## src/rtl/seg_bus_target.sv

```systemverilog
module seg_bus_target #(
  parameter int N = 128,
  parameter logic [6:0] ADDR = 7'b0111111
) (
  input  logic         clk,
  input  logic         rst_n,
  input  logic         scl,
  input  logic         sda,
  input  logic         en,
  output logic         sda_oe,
  output logic [N-1:0] disp
);
  localparam int TW = $clog2(N);

  typedef enum logic [2:0] {
    S_IDLE, S_ADDR, S_AACK, S_WR, S_WACK, S_SKIP, S_RD, S_RGAP
  } st_t;

  st_t st;
  logic scl_q, sda_q, en_q, half, rd, wrap;
  logic [2:0] bcnt;
  logic [6:0] abyte;
  logic [TW-1:0] total;
  logic [N-1:0] sreg;

  wire rise    = scl & ~scl_q;
  wire fall    = ~scl & scl_q;
  wire start   = scl & scl_q & sda_q & ~sda;
  wire stop    = scl & scl_q & ~sda_q & sda;
  wire reading = (st == S_RD) || (st == S_RGAP);
  wire [N-1:0] shin = {sreg[N-2:0], sda};
  wire [N-1:0] rot  = {sreg[N-2:0], sreg[N-1]};

  always_ff @(posedge clk or negedge rst_n) begin
    if (!rst_n) begin
      st <= S_IDLE;
      scl_q <= 1'b1;
      sda_q <= 1'b1;
      en_q <= 1'b0;
      half <= 1'b0;
      rd <= 1'b0;
      wrap <= 1'b0;
      bcnt <= '0;
      abyte <= '0;
      total <= '0;
      sreg <= '0;
      disp <= '0;
      sda_oe <= 1'b0;
    end else begin
      scl_q <= scl;
      sda_q <= sda;
      en_q <= en;
      if (en && !en_q && scl && !reading) disp <= sreg;
      if (start) begin
        st <= S_ADDR;
        bcnt <= '0;
        total <= '0;
        half <= 1'b0;
        wrap <= 1'b0;
        sda_oe <= 1'b0;
      end else if (stop) begin
        st <= S_IDLE;
        half <= 1'b0;
        sda_oe <= 1'b0;
      end else begin
        case (st)
          S_ADDR: if (rise) begin
            abyte <= {abyte[5:0], sda};
            bcnt <= bcnt + 3'd1;
            if (bcnt == 3'd7) begin
              if (abyte == ADDR) begin
                st <= S_AACK;
                rd <= sda;
              end else st <= S_IDLE;
            end
          end
          S_AACK: if (fall) begin
            if (!half) begin
              sda_oe <= 1'b1;
              half <= 1'b1;
            end else begin
              half <= 1'b0;
              if (rd) begin
                st <= S_RD;
                sda_oe <= ~sreg[N-1];
              end else begin
                st <= S_WR;
                sda_oe <= 1'b0;
              end
            end
          end
          S_WR: if (rise) begin
            sreg <= shin;
            bcnt <= bcnt + 3'd1;
            if (total == TW'(N-1)) begin
              total <= '0;
              wrap <= 1'b1;
              if (en) disp <= shin;
            end else total <= total + 1'b1;
            if (bcnt == 3'd7) st <= S_WACK;
          end
          S_WACK: if (fall) begin
            if (!half) begin
              sda_oe <= 1'b1;
              half <= 1'b1;
            end else begin
              half <= 1'b0;
              sda_oe <= 1'b0;
              wrap <= 1'b0;
              st <= wrap ? S_SKIP : S_WR;
            end
          end
          S_SKIP: if (rise) st <= S_WR;
          S_RD: begin
            if (rise) begin
              sreg <= rot;
              bcnt <= bcnt + 3'd1;
              if (bcnt == 3'd7) st <= S_RGAP;
            end else if (fall) sda_oe <= ~sreg[N-1];
          end
          S_RGAP: begin
            if (fall) begin
              if (!half) begin
                sda_oe <= 1'b0;
                half <= 1'b1;
              end else begin
                half <= 1'b0;
                st <= S_RD;
                sda_oe <= ~sreg[N-1];
              end
            end else if (rise && half && sda) begin
              st <= S_IDLE;
              half <= 1'b0;
            end
          end
          default: ;
        endcase
      end
    end
  end

  a_r8_oe_moves_clock_low: assert property (@(posedge clk) disable iff (!rst_n)
    !$stable(sda_oe) |-> !$past(scl));

  a_r3_drive_only_ack_or_read: assert property (@(posedge clk) disable iff (!rst_n)
    $rose(sda_oe) |-> (st == S_AACK || st == S_WACK || st == S_RD));

  a_r1_idle_released: assert property (@(posedge clk) disable iff (!rst_n)
    (st == S_IDLE) |-> !sda_oe);

  a_r8_read_keeps_latch: assert property (@(posedge clk) disable iff (!rst_n)
    ($past(st) == S_RD || $past(st) == S_RGAP) |-> $stable(disp));

  a_r4_byte_aligned_ack: assert property (@(posedge clk) disable iff (!rst_n)
    (st == S_WACK || st == S_RGAP || st == S_AACK) |-> (bcnt == 3'd0));

endmodule

```

## config.mk

```make
export PLATFORM = sky130hd
export DESIGN_NAME = seg_bus_target
export DESIGN_NICKNAME = d
export VERILOG_FILES = /design/src/rtl/seg_bus_target.sv
export SDC_FILE = /design/constraint.sdc
export NUM_CORES = 1
export LEC_CHECK = 0
export BUFFER_PORTS_ARGS = -buffer_cell sky130_fd_sc_hd__buf_4
export CAP_MARGIN = 30
export CELL_PAD_IN_SITES_DETAIL_PLACEMENT = 2
export CELL_PAD_IN_SITES_GLOBAL_PLACEMENT = 2
export CORE_AREA = 4 4 189 191
export CTS_CLUSTER_DIAMETER = 30
export DETAILED_ROUTE_END_ITERATION = 6
export DIE_AREA = 0 0 193 195
export PLACE_DENSITY = 0.82
export SKIP_LAST_GASP = 1
export SLEW_MARGIN = 25
export SYNTH_ARGS = -nofsm -noshare
export SYNTH_HDL_FRONTEND = slang
export SYNTH_SLANG_ARGS = --single-unit
```

## constraint.sdc

```tcl
create_clock -name clk -period 1.65 [get_ports clk]
set_input_delay 0.2475 -clock clk [delete_from_list [all_inputs] [get_ports clk]]
set_output_delay 0.2475 -clock clk [all_outputs]
set_load 0.01 [all_outputs]
```

* Word-level counts from Yosys, hierarchy flattened
Index checks and enable logic that the tools add are counted.
** Cells by class
- Add/sub/neg operators :: 2
- Eq/ne operators :: 34
- Multiplexer cells :: 63
- Bitwise gates (word level) :: 14
- Reductions and logical operators :: 27
** Operator list (count)
- 2-to-1 mux 128 bit :: 9
- case mux 128 bit (2 select lines) :: 1
- 2-to-1 mux 3 bit :: 22
- inequality test 4 bit (second input constant) :: 13
- 2-to-1 mux 7 bit :: 5
- 2-to-1 mux 1 bit :: 21
- case mux 3 bit (7 select lines) :: 1
- AND reduction 6 bit :: 3
- equality test 3 bit (second input constant) :: 5
- AND reduction 14 bit :: 1
- inequality test 3 bit (second input constant) :: 4
- AND reduction 3 bit :: 3
- nonzero test 9 bit :: 1
- nonzero test 2 bit :: 4
- adder 7 x 1 -> 7 bit (second input constant) :: 1
- AND 1 bit :: 7
- equality test 7 x 6 -> 1 bit (second input constant) :: 1
- equality test 7 bit (second input constant) :: 1
- NOT 1 bit :: 7
- equality test 3 x 2 -> 1 bit (second input constant) :: 2
- inequality test 2 bit (second input constant) :: 3
- nonzero test 6 bit :: 1
- logical AND 1 bit :: 5
- inequality test 5 x 4 -> 1 bit (second input constant) :: 1
- 16 further kinds :: 18
** Storage, ports and cells
- Register bits after elaboration :: 283
- Output and inout port bits :: 129

* Depth between registers and ports, before layout
Gate-level depths: netlist of the first run.
- Depth in word-level cells :: 11
- Mapped depth :: 8
- Mapped depth without buffers :: 7

* Least setup slack after synthesis of the first run
No wires, ideal clock.
- Path type :: flip-flop to flip-flop
- Start :: reg scl_q
- End :: reg st[0]
- Data arrival time :: 1609 ps
- Slack :: -85 ps
- Stages on the path, launching flop included :: 7
- Path buffers :: 1
- Clock period less this slack :: 1735 ps
- Cell sequence :: dfstp_2 -> buf_2 -> and4b_1 -> o22a_1 -> o221ai_2 -> nand2_1 -> mux2_4
** Between the ends
- Word-level cells in the longest chain between the ends :: 6
** RTL lines
- start: declaration :: line 20 : logic scl_q, sda_q, en_q, half, rd, wrap;
- start signal: assignment :: line 50 : scl_q <= scl;
- branches (longest 6 deep; another with AND reduction 14 bit)
- end signal: assignment :: line 110 : st <= wrap ? S_SKIP : S_WR;
- end: declaration :: line 19 : st_t st;
Parallel ways; which one is timed is not known.
A chain may end at the register's enable or synchronous reset.

* Final worst setup path of the first run
- Start :: reg st[0]
- End :: reg disp[47]
** Between the ends
- Word-level cells in the longest chain between the ends :: 11
** RTL lines
- equality test 3 bit :: line 30 : wire reading = (st == S_RD) || (st == S_RGAP);
- logical OR 1 bit :: line 30
- zero test 1 bit :: line 53 : if (en && !en_q && scl && !reading) disp <= sreg;
- logical AND 1 bit :: line 53
- 2-to-1 mux 128 bit :: line 53
- 2-to-1 mux 128 bit :: line 98 : if (en) disp <= shin;
- 2-to-1 mux 128 bit :: line 95 : if (total == TW'(N-1)) begin
- 2-to-1 mux 128 bit :: line 92 : S_WR: if (rise) begin
- 2-to-1 mux 128 bit :: line 66 : case (st)
- 2-to-1 mux 128 bit :: line 61 : end else if (stop) begin
- 2-to-1 mux 128 bit * :: line 54 : if (start) begin
- end signal: assignment :: line 53
- end signal: assignment :: line 98
- end: declaration :: line 11 : output logic [N-1:0] disp
Every way passes the cells marked *; elsewhere a longest branch is shown, timed or not.

==> results of run 1 <==
## synthesized netlist by cell type, types with 3 or more instances
cell | count | area, um^2
sky130_fd_sc_hd__buf_2 | 35 | 175
sky130_fd_sc_hd__nand3_1 | 6 | 30.0
sky130_fd_sc_hd__buf_1 | 3 | 11.3
sky130_fd_sc_hd__nand2_1 | 19 | 71.3
sky130_fd_sc_hd__buf_4 | 14 | 105
sky130_fd_sc_hd__nand4_1 | 4 | 25.0
sky130_fd_sc_hd__nor2b_1 | 6 | 37.5
sky130_fd_sc_hd__ha_1 | 3 | 37.5
sky130_fd_sc_hd__nand2b_1 | 5 | 31.3
sky130_fd_sc_hd__o21ai_0 | 10 | 50.1
sky130_fd_sc_hd__a21oi_1 | 138 | 691
sky130_fd_sc_hd__nor3_1 | 6 | 30.0
sky130_fd_sc_hd__mux2_2 | 135 | 1520
sky130_fd_sc_hd__a31oi_1 | 3 | 18.8
sky130_fd_sc_hd__dfrtp_1 | 281 | 7030
sky130_fd_sc_hd__nor2_1 | 144 | 541
sky130_fd_sc_hd__mux2i_1 | 130 | 1300
sky130_fd_sc_hd__xor2_1 | 7 | 61.3
sky130_fd_sc_hd__clkbuf_1 | 15 | 56.3
## area by class of cell
cell class / instances / area share
repair buffers: 285 / 0.177
well taps: 455 / 0.0291
inverters: 2 / 0.000512
clock buffers: 95 / 0.104
flip-flops and latches: 283 / 0.362
multi-input cells: 643 / 0.304
clock inverters: 34 / 0.0231
## metal layers
metal	vias up	GRT usage	share of wire
li1	4120	-	-
met1	5297	0.287	0.37
met2	322	0.458	0.54
met3	142	0.0502	0.041
met4	0	0.0944	0.040
met5	-	0	0
## path summary, 6_finish.rpt
kind	start	endpoint	slack, ps	cells past startpoint
max	st[0]	disp[47]	-360	8
min	scl	scl_q	50	2
max reg2reg	st[0]	disp[47]	-360	8
min reg2reg	abyte[3]	abyte[3]	570	1
max in group asynchronous	rst_n	disp[47]	700	4
min in group asynchronous	rst_n	disp[124]	120	2
## timing repair
item	CTS	global route
resized for setup	168	185
pin swaps	34	40
cloned	22	19
hold buffers	3	0
setup buffers	23	26
setup endpoints to repair	265	277
endpoints found under the hold margin	243	0
## worst reg2reg max path, delay by kind of cell, from the launching register on
family                 cells  cell delay [ps]
and+or+nand+nor            3              510
AOI/OAI and AO/OA          1              270
buffers and inverters      4              650
DFF                        1              470
## through the flow
step | hold slack (ps) | utilization | instances | total power, mW | setup TNS (ps)
finish | 48.7 | 0.573 | 1797 | 23.3 | -47920
global route | 26.8 | 0.573 | 1797 | 24.0 | -55900
CTS | 2.99 | 0.532 | 1757 | 22.8 | -24840
detailed placement | 132 | 0.415 | 1580 | 7.96 | -16470
global placement | 131 | 0.415 | 1580 | 7.90 | -4740
floorplan | -48.1 | - | 996 | 7.55 | -33.3
## flip-flops by register name, indices dropped and copies added (netlist names)
signal	cells
abyte	7
bcnt	3
disp	128
en_q	1
half	1
rd	1
scl_q	1
sda_oe	1
sda_q	1
sreg	128
st	3
total	7
wrap	1
## logic make-up after synthesis
logic type,synth area share
flops,0.584
mux,0.234
simple gates,0.0712
compound gates,0.0718
buf+inv,0.0302
xor+xnor,0.00578
fa+ha+maj,0.00310
## where the power goes
group | internal, mW | total [mW] | leakage (nW) | switching [mW]
clock network | 10.0 | 15.0 | 1.21 | 4.94
logic | 0.507 | 1.14 | 4.25 | 0.634
registers | 7.06 | 7.19 | 3.93 | 0.130
total | 17.6 | 23.3 | 9.39 | 5.71
==> tab_implementation.tex, run 1 <==
\begin{tabular}{lr}
\hline
Metric & Value \\
\hline
\multicolumn{2}{l}{\textbf{Floorplan}} \\
Number of top-level design ports & 134 \\
Vertical die dimension & 195 um \\
Number of placement rows & 68 \\
Area of the die & 37,600 um\^{}2 \\
Die Width & about 190 um \\
Core region area & 34,100 um\^{}2 \\
Effective utilization at floorplan & 0.356 \\
\multicolumn{2}{l}{\textbf{Placement}} \\
Placed inst area & around 14,000 um\^{}2 \\
Worst slack at placement & -235 ps \\
Hpwl dp & around 22 mm \\
Routability cong. & 0.842 \\
Number of buffers inserted by port buffering & approximately 130 \\
\multicolumn{2}{l}{\textbf{CTS}} \\
Clock tree buffer depth & 3 \\
Clock tree from TritonCTS & yes \\
Clock-pin transition on the worst setup and hold timing paths & about 50 ps \\
TritonCTS buffer count & 71 \\
Clock tree sinks & 283 \\
Insertion delay of the later-clocked pin in the worst-skew pair & 590 ps \\
Number of H-tree branching levels & 3 \\
Clock tree root driver cell & sky130\_fd\_sc\_hd\_\_clkbuf\_16 \\
\multicolumn{2}{l}{\textbf{Global route}} \\
Via count of the first global-routing pass & 11,108 \\
Wire length of the first global-routing pass & between 70 and 80 mm \\
Overflow left after global routing & 0 \\
Overall track demand over capacity in global routing & 0.251 \\
Number of antenna violations at the first check in global routing & 0 \\
Pin count of the biggest net entering global routing & 69 \\
\multicolumn{2}{l}{\textbf{Timing}} \\
Slew Viols, Final & 0 \\
Final period demand of the worst path & roughly 2000 ps \\
Setup repair after global routing missed its margin & yes \\
Worst slew margin relative to its limit & 0.606 \\
Number of setup violations in the final report & 272 \\
Post-Route Skew & between 30 and 40 ps \\
Maximum operating frequency & $\sim$0.5 GHz \\
Post-route fraction of the period consumed by the critical path & 1.22 \\
Number of failing hold endpoints at the final stage & 0 \\
Setup ws final & -360 ps \\
Tightest Pin Transition & 586 ps \\
\multicolumn{2}{l}{\textbf{Logic synthesis}} \\
Count of cell types in the netlist & 46 \\
Count of flip-flops with a built-in enable after synthesis & 0 \\
Async set-or-reset flop fraction in the synthesized netlist & 1.00 \\
Proportion of synthesized chip area in sequential cells & 0.584 \\
Yosys warns & 0 \\
Synth Instances & 996 \\
Primary flip-flop cell chosen by synthesis mapping & sky130\_fd\_sc\_hd\_\_dfrtp\_1 \\
Post-synthesis sequential element count & about 280 \\
Cell area after synthesis & 12,100 um\^{}2 \\
Net count after synthesis & 1,004 \\
Average footprint of a synthesized cell & 12.2 um\^{}2 \\
\multicolumn{2}{l}{\textbf{Setup path}} \\
CP Max Fanout & 24 \\
Maximum single-stage delay on the critical path & 470 ps \\
CP Data Arrival Time & about 2500 ps \\
Crit path top cell by count & sky130\_fd\_sc\_hd\_\_buf\_12 \\
Critical setup path kind & flop to flop \\
Element type at the critical path start & flop \\
Worst Path Required & 2100 ps \\
Capturing element type of the critical path & flop \\
Cell Chain, Critical Path & nand2\_1 -> nor3\_4 -> nand4\_1 -> buf\_6 -> buf\_12 -> buf\_12 -> buf\_16 -> a21oi\_1 \\
Family with the most delay on the worst path & buffers and inverters \\
Slowest-stage cell, CP & sky130\_fd\_sc\_hd\_\_dfrtp\_2 \\
Total buffers and inverters traversed by the critical path & 4 \\
\multicolumn{2}{l}{\textbf{Power and ir drop}} \\
Cell Pwr Density & about 1200 nW/um\^{}2 \\
Worst ir drop on vdd & 0.000904 V \\
Static Leakage & 9.39 nW \\
\multicolumn{2}{l}{\textbf{Final layout}} \\
Footprint of the multi-input gates & 5950 um\^{}2 \\
Summed area of non-filler cells in the final layout & a little under 20,000 um\^{}2 \\
Share of cells above drive strength 1 & 0.551 \\
Most common cell after layout, fill and taps aside & sky130\_fd\_sc\_hd\_\_dfrtp\_1 \\
Final nets & 1,294 \\
Area growth from synthesis to layout & 61.3\% \\
Number of diodes & 0 \\
Sequential cell area in the final layout & 7090 um\^{}2 \\
Filler cells & $\sim$3,000 \\
Leading cell types in the layout, fill and taps excluded & sky130\_fd\_sc\_hd\_\_dfrtp\_1, sky130\_fd\_sc\_hd\_\_buf\_4, sky130\_fd\_sc\_hd\_\_mux2\_2 \\
\multicolumn{2}{l}{\textbf{Drt}} \\
Pre-antenna DRT Iters & 4 \\
Total Routed Length & 57.9 mm \\
Post-DRT Antenna Nets & 0 \\
Iteration-0 DRC count of the detailed router & between 400 and 500 \\
Average wire per standard cell & 32.2 um \\
Total via count in the routed design & 9,881 \\
DRC violations left & 0 \\
Via density per instance & 5.50 \\
\multicolumn{2}{l}{\textbf{Worst hold path}} \\
Hold/Removal Path Class & input port to flop \\
\multicolumn{2}{l}{\textbf{Status}} \\
Violations in the final reports & setup timing \\
Outcome & finished, violations left \\
\multicolumn{2}{l}{\textbf{Run}} \\
Number of maximum-capacitance constraint violations & 0 \\
\hline
\end{tabular}
Note: power is estimated with default switching activity, not from simulation.
==> run 2, diff against run 1 <==
--- a/config.mk
+++ b/config.mk
@@ -10,10 +10,11 @@
 export CELL_PAD_IN_SITES_DETAIL_PLACEMENT = 2
 export CELL_PAD_IN_SITES_GLOBAL_PLACEMENT = 2
 export CORE_AREA = 4 4 189 191
-export CTS_CLUSTER_DIAMETER = 30
+export CTS_CLUSTER_DIAMETER = 40
 export DETAILED_ROUTE_END_ITERATION = 6
 export DIE_AREA = 0 0 193 195
 export PLACE_DENSITY = 0.82
+export REMOVE_ABC_BUFFERS = 1
 export SKIP_LAST_GASP = 1
 export SLEW_MARGIN = 25
 export SYNTH_ARGS = -nofsm -noshare
==> tab_implementation.tex, run 2 (synthesis gave the netlist of run 1 again) <==
\begin{tabular}{lr}
\hline
Metric & Value \\
\hline
\multicolumn{2}{l}{\textbf{Status}} \\
Outcome & finished, violations left \\
Violations in the final reports & setup timing \\
\multicolumn{2}{l}{\textbf{Setup path}} \\
R2R depth & 9 \\
Launch point of the critical path & total[0] \\
Worst Path Required & 2090 ps \\
Register-to-register setup slack & -540 ps \\
CP Max Fanout & 10 \\
CP Data Arrival Time & 2630 ps \\
Maximum single-stage delay on the critical path & 380 ps \\
Critical setup path kind & flop to flop \\
Total buffers and inverters traversed by the critical path & 4 \\
Family with the most delay on the worst path & buffers and inverters \\
Slowest-stage cell, CP & sky130\_fd\_sc\_hd\_\_dfrtp\_1 \\
Crit Reg-Reg Startpoint & total[0] \\
Cell count along the critical path & 9 \\
End of the critical path & disp[26] \\
Capturing element type of the critical path & flop \\
Cell Chain, Critical Path & ha\_2 -> nand3\_1 -> nor2\_2 -> nand4\_1 -> buf\_6 -> buf\_12 -> buf\_4 -> buf\_16 -> a21oi\_1 \\
Element type at the critical path start & flop \\
Worst reg2reg endpoint & disp[26] \\
\multicolumn{2}{l}{\textbf{Final layout}} \\
Number of diodes & 0 \\
Final design utilization & 0.566 \\
Most common cell after layout, fill and taps aside & sky130\_fd\_sc\_hd\_\_dfrtp\_1 \\
Area growth from synthesis to layout & 59.2\% \\
Leading cell types in the layout, fill and taps excluded & sky130\_fd\_sc\_hd\_\_dfrtp\_1, sky130\_fd\_sc\_hd\_\_buf\_4, sky130\_fd\_sc\_hd\_\_mux2\_2 \\
Filler cells & slightly below 3,000 \\
Summed area of non-filler cells in the final layout & 19,300 um\^{}2 \\
Leading registers by flop count & disp: 128 flops, sreg: 128 flops \\
Final nets & 1,286 \\
Share of cells above drive strength 1 & 0.606 \\
\multicolumn{2}{l}{\textbf{Timing}} \\
Post-Route Skew & about 30 ps \\
Setup ws final & -544 ps \\
Slew Viols, Final & 0 \\
Worst hold slack after final layout & 42.2 ps \\
Maximum operating frequency & 0.456 GHz \\
Setup repair after global routing missed its margin & yes \\
Number of setup violations in the final report & 280 \\
Number of failing hold endpoints at the final stage & 0 \\
Tightest Pin Transition & 573 ps \\
Final period demand of the worst path & approximately 2200 ps \\
Worst slew margin relative to its limit & 0.618 \\
Post-route fraction of the period consumed by the critical path & 1.33 \\
\multicolumn{2}{l}{\textbf{Global route}} \\
Wire length of the first global-routing pass & 70.2 mm \\
Overflow left after global routing & 0 \\
Via count of the first global-routing pass & 10,936 \\
Pin count of the biggest net entering global routing & 55 \\
Number of antenna violations at the first check in global routing & 0 \\
Overall track demand over capacity in global routing & 0.243 \\
\multicolumn{2}{l}{\textbf{CTS}} \\
Insertion delay of the later-clocked pin in the worst-skew pair & 560 ps \\
Clock tree root driver cell & sky130\_fd\_sc\_hd\_\_clkbuf\_16 \\
Clock-pin transition on the worst setup and hold timing paths & about 60 ps \\
TritonCTS buffer count & 43 \\
Clock tree sinks & between 200 and 300 \\
Clock tree buffer depth & 3 \\
Number of H-tree branching levels & 2 \\
Clock tree from TritonCTS & yes \\
\multicolumn{2}{l}{\textbf{Placement}} \\
Routability cong. & 0.784 \\
Placed inst area & about 14,000 um\^{}2 \\
Hpwl dp & 22.5 mm \\
Number of buffers inserted by port buffering & 133 \\
\multicolumn{2}{l}{\textbf{Floorplan}} \\
Number of placement rows & between 60 and 70 \\
Vertical die dimension & 195 um \\
Number of top-level design ports & 134 \\
Effective utilization at floorplan & 0.356 \\
Core region area & 34,100 um\^{}2 \\
Area of the die & 37,600 um\^{}2 \\
Die Width & a little under 200 um \\
\multicolumn{2}{l}{\textbf{Power and ir drop}} \\
Worst ir drop on vdd & 0.000795 V \\
Cell Pwr Density & 942 nW/um\^{}2 \\
Static Leakage & 9.00 nW \\
\multicolumn{2}{l}{\textbf{Worst hold path}} \\
Hold/Removal Path Class & input port to flop \\
\multicolumn{2}{l}{\textbf{Drt}} \\
Post-DRT Antenna Nets & 0 \\
DRC violations left & 0 \\
Iteration-0 DRC count of the detailed router & 523 \\
Pre-antenna DRT Iters & 4 \\
Total Routed Length & 59.7 mm \\
Via density per instance & 5.56 \\
Average wire per standard cell & 33.8 um \\
Total via count in the routed design & 9,808 \\
\multicolumn{2}{l}{\textbf{Run}} \\
Number of maximum-capacitance constraint violations & 0 \\
\hline
\end{tabular}
[run 2: cell types whose count changed in the layout (fill, tap and decap cells not counted), moves of 7 or more]
cell | before | now
sky130_fd_sc_hd__clkbuf_1 | 10 | 2
sky130_fd_sc_hd__mux2i_1 | 76 | 66
sky130_fd_sc_hd__nor2_1 | 88 | 46
sky130_fd_sc_hd__clkinv_2 | 12 | 5
sky130_fd_sc_hd__clkbuf_16 | 88 | 63
sky130_fd_sc_hd__mux2i_4 | 34 | 42
sky130_fd_sc_hd__buf_12 | 31 | 42
sky130_fd_sc_hd__a21oi_2 | 48 | 81
sky130_fd_sc_hd__buf_4 | 186 | 199
sky130_fd_sc_hd__nor2_2 | 31 | 24
sky130_fd_sc_hd__nor2_4 | 25 | 74
sky130_fd_sc_hd__a21oi_1 | 81 | 45
[run 2: per-layer routing]
metal | global-route usage | share of wire | vias up
met3 | 0.0513 | 0.041 | 116
met2 | 0.438 | 0.54 | 302
met1 | 0.286 | 0.38 | 5305
met5 | 0 | 0 | -
li1 | - | - | 4085
met4 | 0.0787 | 0.035 | 0
[run 2: stage by stage]
stage / total power [mW] / worst slack [ps] / instances / setup TNS (ps)
2_1_floorplan: 7.59 / -7830 / 928 / -1439900
3_3_place_gp: 7.92 / -122 / 1599 / -13060
3_5_place_dp: 7.97 / -312 / 1599 / -35940
4_1_cts: 17.7 / -178 / 1728 / -24470
5_1_grt: 18.7 / -604 / 1765 / -95520
6_report: 18.2 / -544 / 1765 / -82750
[run 2: cell type report]
cell class | count | area, um^2 | area share
timing repair buffer | 305 | 3670 | 0.190
tap | 455 | 569 | 0.0295
sequential | 283 | 7090 | 0.367
clock inverter | 19 | 228 | 0.0118
clock buffer | 58 | 1280 | 0.0665
multi-input combinational | 643 | 6460 | 0.335
inverter | 2 | 7.51 | 0.000389
[run 2: how the worst min path moves through the flow]
stage / end / start / slack, ps / cells past startpoint
final: sda_q / sda / 40 / 2
after global routing: sda_q / sda / 20 / 2
after CTS: sda_q / sda / 10 / 2
after detailed placement: disp[57] / rst_n / 240 / 1
after global placement: disp[57] / rst_n / 230 / 1
after floorplan: abyte[0] / rst_n / -50 / 0
[run 2: what timing repair did]
action                     4_1_cts  5_1_grt
gates resized for setup        149      337
pin swaps                       14       34
buffers inserted                26       26
setup endpoints to repair      266      279
hold endpoints to repair        39        0
gates cloned                    24       22
hold buffers                     2        0
[run 2: power breakdown]
| part | internal, mW | leakage, nW | total [mW] | switching [mW] |
|---|---|---|---|---|
| registers | 7.04 | 3.93 | 7.14 | 0.0995 |
| logic | 0.489 | 4.33 | 1.09 | 0.599 |
| clock network | 6.11 | 0.739 | 9.96 | 3.85 |
